[src/rtl/kmg_pkg.sv]
// Shared constants and types for the keyed register lock.
// Assumes the key bytes sit in the low byte of control writes.
package kmg_pkg;
    localparam logic [7:0] KEY_FIRST  = 8'h46;
    localparam logic [7:0] KEY_SECOND = 8'h57;
    localparam int         LOCK_POS   = 6;

    typedef enum logic [1:0] {
        KS_IDLE = 2'd0,
        KS_HALF = 2'd1,
        KS_OPEN = 2'd2
    } key_state_e;
endpackage

[src/rtl/kmg_key_fsm.sv]
// Key sequence recogniser and lock bit owner.
// Follows the two key bytes on control writes and opens a short window
// for one lock write. It also enforces the one-way option.
// Assumes ctl_wr and any_wr are single-cycle write qualifiers.
module kmg_key_fsm
    import kmg_pkg::*;
#(
    parameter int WIN_CYC = 3
) (
    input  logic       clk,
    input  logic       rst_n,
    input  logic       ctl_wr,
    input  logic       any_wr,
    input  logic [7:0] ctl_byte,
    input  logic       one_way,
    output logic       lock_q
);
    localparam int CW = $clog2(WIN_CYC + 1);

    key_state_e      state;
    logic [CW-1:0]   win_cnt;
    logic            ever_locked;
    logic            lock_wr;
    logic            new_val;
    logic            clear_blocked;

    // Decode the lock write and whether the one-way option forbids it.
    always_comb begin
        lock_wr       = (state == KS_OPEN) && ctl_wr;
        new_val       = ctl_byte[LOCK_POS];
        clear_blocked = one_way && ever_locked && !new_val;
    end

    // Sequence state: idle, first byte seen, or lock window open.
    always_ff @(posedge clk) begin
        if (!rst_n) begin
            state   <= KS_IDLE;
            win_cnt <= '0;
        end else begin
            case (state)
                KS_IDLE: begin
                    if (ctl_wr && ctl_byte == KEY_FIRST)
                        state <= KS_HALF;
                end
                KS_HALF: begin
                    win_cnt <= '0;
                    if (ctl_wr && ctl_byte == KEY_SECOND)
                        state <= KS_OPEN;
                    else
                        state <= KS_IDLE;
                end
                KS_OPEN: begin
                    if (any_wr || win_cnt == CW'(WIN_CYC - 1))
                        state <= KS_IDLE;
                    else
                        win_cnt <= win_cnt + 1'b1;
                end
                default: state <= KS_IDLE;
            endcase
        end
    end

    // Lock bit and one-way history update on an accepted lock write.
    always_ff @(posedge clk) begin
        if (!rst_n) begin
            lock_q      <= 1'b0;
            ever_locked <= 1'b0;
        end else if (lock_wr && !clear_blocked) begin
            lock_q <= new_val;
            if (new_val)
                ever_locked <= 1'b1;
        end
    end
endmodule

[src/rtl/kmg_write_gate.sv]
// Address decode and lock gating for the protected bank.
// Address 0 is control; 1..NREG map to protected register enables.
module kmg_write_gate #(
    parameter int NREG = 4,
    parameter int AW   = 3
) (
    input  logic            wr_en,
    input  logic [AW-1:0]   wr_addr,
    input  logic            lock_q,
    output logic [NREG-1:0] bank_we,
    output logic            ctl_wr,
    output logic            any_wr
);
    // Control and generic write qualifiers.
    always_comb begin
        ctl_wr = wr_en && (wr_addr == '0);
        any_wr = wr_en;
    end

    for (genvar i = 0; i < NREG; i++) begin : g_we
        // Per-register enable, suppressed while locked.
        always_comb bank_we[i] = wr_en && !lock_q && (wr_addr == AW'(i + 1));
    end
endmodule

[src/rtl/kmg_shadow_mon.sv]
// Shadow copies of the protected registers plus a continuous comparator.
// Assumes the bank loads wr_data on the same edge as bank_we, so a healthy
// bank always agrees with the shadows. Raises a sticky reset request.
module kmg_shadow_mon #(
    parameter int NREG = 4,
    parameter int DW   = 16
) (
    input  logic            clk,
    input  logic            rst_n,
    input  logic [NREG-1:0] bank_we,
    input  logic [DW-1:0]   wr_data,
    input  logic [NREG*DW-1:0] map_in,
    output logic            mismatch_req
);
    logic [NREG-1:0] diff;

    for (genvar i = 0; i < NREG; i++) begin : g_shadow
        logic [DW-1:0] shadow_q;
        // Load the shadow only on an accepted write.
        always_ff @(posedge clk) begin
            if (!rst_n)
                shadow_q <= '0;
            else if (bank_we[i])
                shadow_q <= wr_data;
        end
        // Compare the bank against its shadow every cycle.
        always_comb diff[i] = (map_in[i*DW +: DW] != shadow_q);
    end

    // Sticky request, released only by reset.
    always_ff @(posedge clk) begin
        if (!rst_n)
            mismatch_req <= 1'b0;
        else if (|diff)
            mismatch_req <= 1'b1;
    end
endmodule

[src/rtl/keyed_map_guard.sv]
// Top of the keyed register lock: gates writes to an external mapping
// bank, owns the keyed lock bit and watches the bank through shadows.
// Assumes the bank returns its contents on map_in and resets to zero.
module keyed_map_guard #(
    parameter int NREG    = 4,
    parameter int DW      = 16,
    parameter int WIN_CYC = 3,
    localparam int AW     = $clog2(NREG + 1)
) (
    input  logic               clk,
    input  logic               rst_n,
    input  logic               wr_en,
    input  logic [AW-1:0]      wr_addr,
    input  logic [DW-1:0]      wr_data,
    input  logic               one_way_cfg,
    input  logic [NREG*DW-1:0] map_in,
    output logic [NREG-1:0]    bank_we,
    output logic               lock_q,
    output logic               mismatch_req
);
    logic ctl_wr;
    logic any_wr;

    kmg_write_gate #(.NREG(NREG), .AW(AW)) u_gate (
        .wr_en   (wr_en),
        .wr_addr (wr_addr),
        .lock_q  (lock_q),
        .bank_we (bank_we),
        .ctl_wr  (ctl_wr),
        .any_wr  (any_wr)
    );

    kmg_key_fsm #(.WIN_CYC(WIN_CYC)) u_key (
        .clk      (clk),
        .rst_n    (rst_n),
        .ctl_wr   (ctl_wr),
        .any_wr   (any_wr),
        .ctl_byte (wr_data[7:0]),
        .one_way  (one_way_cfg),
        .lock_q   (lock_q)
    );

    kmg_shadow_mon #(.NREG(NREG), .DW(DW)) u_mon (
        .clk          (clk),
        .rst_n        (rst_n),
        .bank_we      (bank_we),
        .wr_data      (wr_data),
        .map_in       (map_in),
        .mismatch_req (mismatch_req)
    );
endmodule

[config.mk]
export PLATFORM = sky130hd
export DESIGN_NAME = keyed_map_guard
export DESIGN_NICKNAME = d
export VERILOG_FILES = /design/src/rtl/kmg_pkg.sv /design/src/rtl/kmg_key_fsm.sv /design/src/rtl/kmg_write_gate.sv /design/src/rtl/kmg_shadow_mon.sv /design/src/rtl/keyed_map_guard.sv
export SDC_FILE = /design/constraint.sdc
export NUM_CORES = 1
export LEC_CHECK = 0
export BUFFER_PORTS_ARGS = -buffer_cell sky130_fd_sc_hd__buf_2
export CAP_MARGIN = 20
export CORE_ASPECT_RATIO = 1.75
export CORE_MARGIN = 2
export CORE_UTILIZATION = 34
export CTS_BUF_LIST = sky130_fd_sc_hd__clkbuf_4 sky130_fd_sc_hd__clkbuf_8 sky130_fd_sc_hd__clkbuf_16
export DETAILED_ROUTE_END_ITERATION = 8
export SLEW_MARGIN = 5
export SYNTH_ARGS = -nofsm -noshare
export SYNTH_HDL_FRONTEND = slang
export SYNTH_SLANG_ARGS = --single-unit
[constraint.sdc]
create_clock -name clk -period 2.05 [get_ports clk]
set_clock_uncertainty 0.1 [all_clocks]
set_input_delay 0.3075 -clock clk [delete_from_list [all_inputs] [get_ports clk]]
set_output_delay 0.3075 -clock clk [all_outputs]
set_load 0.01 [all_outputs]
==> summary.md <==
| Metric | Value |
|---|---|
| Status | `finished, final reports clean` |
| Most used flip-flop cell after synthesis | `dfxtp_1` |
| Clock buffer count from CTS | `9` |
| Post-CTS resize count | `0` |
| Final Cycle Share | `0.9486` |
| Number of global-route vias before repair | `3069` |
| Die H | `138.7 um` |
| Commonest non-fill, non-tap cell in the layout | `buf_2` |
| Cell row count | `49` |
| Post-Syn Area | `0.003526 sq mm` |
| Post-layout power | `3.389 mW` |
| Minimum clock period | `1.945 ns` |
| Crit path launch | `u_key.lock_q` |
| CP Class | `reg2out` |
| Worst r2r src | `u_mon.g_shadow[3].shadow_q[8]` |
| Hold WS | `0.1442 ns` |
| Io pins | `93` |
| Final hold violations | `0` |
| Gpl congestion | `0.8617` |
| Synth Net Count | `462` |
| Initial antenna violation count | `0` |
| Critical path endpoint category | `output pin` |
| Core ar. | `0.01018 sq mm` |
| First-pass detailed-route iteration total | `4` |
| Req. time, crit path | `1.64 ns` |
| Worst path cell trace | `nor3b_2 > nand2_1 > nor2_4 > buf_12 > buf_2` |
| Worst Tran Pin Value | `0.4953 ns` |
| Vias per inst | `4.818` |
| Final ANT Viol Nets | `0` |
| Antenna cells | `0` |
| DR iter-0 viols | `201` |
| Syn Area/Cell | `9.427 sq um` |
| Die Width | `80.98 um` |
| Starting Density | `0.3464` |
| Worst setup margin | `0.1054 ns` |
| Wire per inst | `16.70 um` |
| Slowest CP cell | `dfxtp_1` |
| Clock Tree Buf Depth | `2` |
| Worst Path Arrival | `1.54 ns` |
| Gr usage total | `0.1928` |
| Leakage power | `1.899 nW` |
| Share of cells above drive strength 1 | `0.2621` |
| Max Slew Vio Count | `0` |
| CTS tree | `built` |
| Setup TNS | `0 ns` |
| DR vias | `2910` |
| # DRC | `0` |
| Congestion Overflow GR | `0` |
| Max-cap viol count | `0` |
| Count of input and output buffers | `92` |
| Post-CTS setup buffer count | `0` |
| Hold Path Class | `in2reg` |
| Post-place setup slack | `0.1497 ns` |
| Clk_lat worst skew | `0.33 ns` |
| Crit Path Max Fanout | `17` |
| Async S/R FF share, synth | `0` |
| First-pass GRT wire length | `16150 um` |
| Achievable Freq | `0.5142 GHz` |
| Post-layout util | `0.4404` |
| Hold_buf cts | `0` |
| Hold_sp | `wr_data[4]` |
| Setup violations, final | `0` |
| Nets | `560` |
| Largest net degree at the start of global routing | `41` |
| Routed WL | `10090 um` |
| Yosys warning count | `0` |
| Slowest stage delay, CP | `0.34 ns` |
| Setup crit start kind | `flop` |
| H-tree levels | `3` |
| Unrepaired setup endpoints after global routing | `no` |
| Post-synth EDFFs | `0` |
| Clock sink count | `71` |
| Commonest non-fill, non-tap cells in the layout | `92 x buf_2, 71 x dfxtp_1, 55 x nor2b_1` |
| Maximum vdd drop | `561.1 uV` |
| Area grow syn2layout | `27.11%` |
| Power per cell area | `756.2 mW/mm^2` |
| Sequential-to-total area share from yosys stat | `0.4031` |
| Synth cell types | `43` |
| DPL Wire Length | `7791 um` |
| Die footprint | `0.01123 sq mm` |
| Relative slew slack | `0.6698` |
| CTS Root Cell | `clkbuf_16` |
| #FFs+latches synth | `71` |
| Clock transition at path regs | `0.06 ns` |
| Post-Synthesis Cells | `374` |
critical path, delay by kind of cell, from the launching register on:
| kind | cells | cell delay [ns] |
|---|---|---|
| flip-flops | 1 | 0.34 |
| buffers and inverters | 2 | 0.34 |
| AND/OR/NAND/NOR | 3 | 0.51 |
cells in the mapped netlist (2+ instances only):
cell type | instances | area [sq um]
and2_1 | 3 | 18.77
nor2b_1 | 55 | 344.1
nor4_1 | 6 | 37.54
a22oi_1 | 3 | 22.52
a21oi_1 | 3 | 15.01
nor2_1 | 3 | 11.26
nand4_1 | 10 | 62.56
buf_2 | 5 | 25.02
inv_2 | 2 | 7.510
o21ai_1 | 3 | 15.01
nand3_1 | 6 | 30.03
xor2_1 | 10 | 87.58
nand2_1 | 36 | 135.1
dfxtp_1 | 71 | 1421
nand2b_1 | 6 | 37.54
a21boi_1 | 16 | 120.1
o22ai_1 | 5 | 31.28
clkbuf_1 | 7 | 26.28
xnor2_1 | 35 | 306.5
mux2i_1 | 48 | 480.5
inv_1 | 18 | 67.56
a22o_1 | 2 | 17.52
cell families after synthesis:
kind of cell	after synthesis	share of synthesized area
buf+inv	34	0.04116
simple gates	135	0.2200
xor+xnor	45	0.1118
fa+ha+maj	1	0.003548
mux	48	0.1363
flops	71	0.4031
compound gates	40	0.08410
path summary, 6_finish.rpt:
check	slack, ns	depth (start not counted)	to
min reg2reg	0.35	2	u_mon.g_shadow[3].shadow_q[13]
max	0.11	5	bank_we[0]
max reg2reg	0.22	5	u_mon.mismatch_req
min	0.14	2	u_key.state[0]
flip-flops by register name (all words and copies together), names as in the netlist:
name,count
u_key.win_cnt,2
u_key.ever_locked,1
u_key.state,2
u_mon.mismatch_req,1
u_key.lock_q,1
u_mon.g_shadow.shadow_q,64
routing by layer:
layer | vias up | GRT usage | wire length (um)
met5 | - | 0 | 0
met1 | 1367 | 0.2143 | 3958
met3 | 13 | 0.03906 | 373
met2 | 63 | 0.3523 | 5564
li1 | 1467 | - | -
met4 | 0 | 0.06601 | 192
through the flow:
stage	cells	instance area (sq um)
6_report	604	4482
3_5_place_dp	588	4168
2_1_floorplan	374	3526
4_1_cts	604	4482
3_3_place_gp	588	4168
5_1_grt	604	4482
layout make-up:
cell class	instances	area [sq um]
fill	1087	5695
multi-input combinational	269	1959
sequential	71	1421
timing repair buffer	101	553.0
clock buffer	12	260.3
tap	127	158.9
inverter	20	75.07
clock inverter	4	53.80
power by group:
part	internal [mW]	total [mW]	switching (mW)
combinational	0.177	0.352	0.174
clock	1.02	1.61	0.586
sequential	1.41	1.43	0.0201
Power figures use the tool's default switching activity.
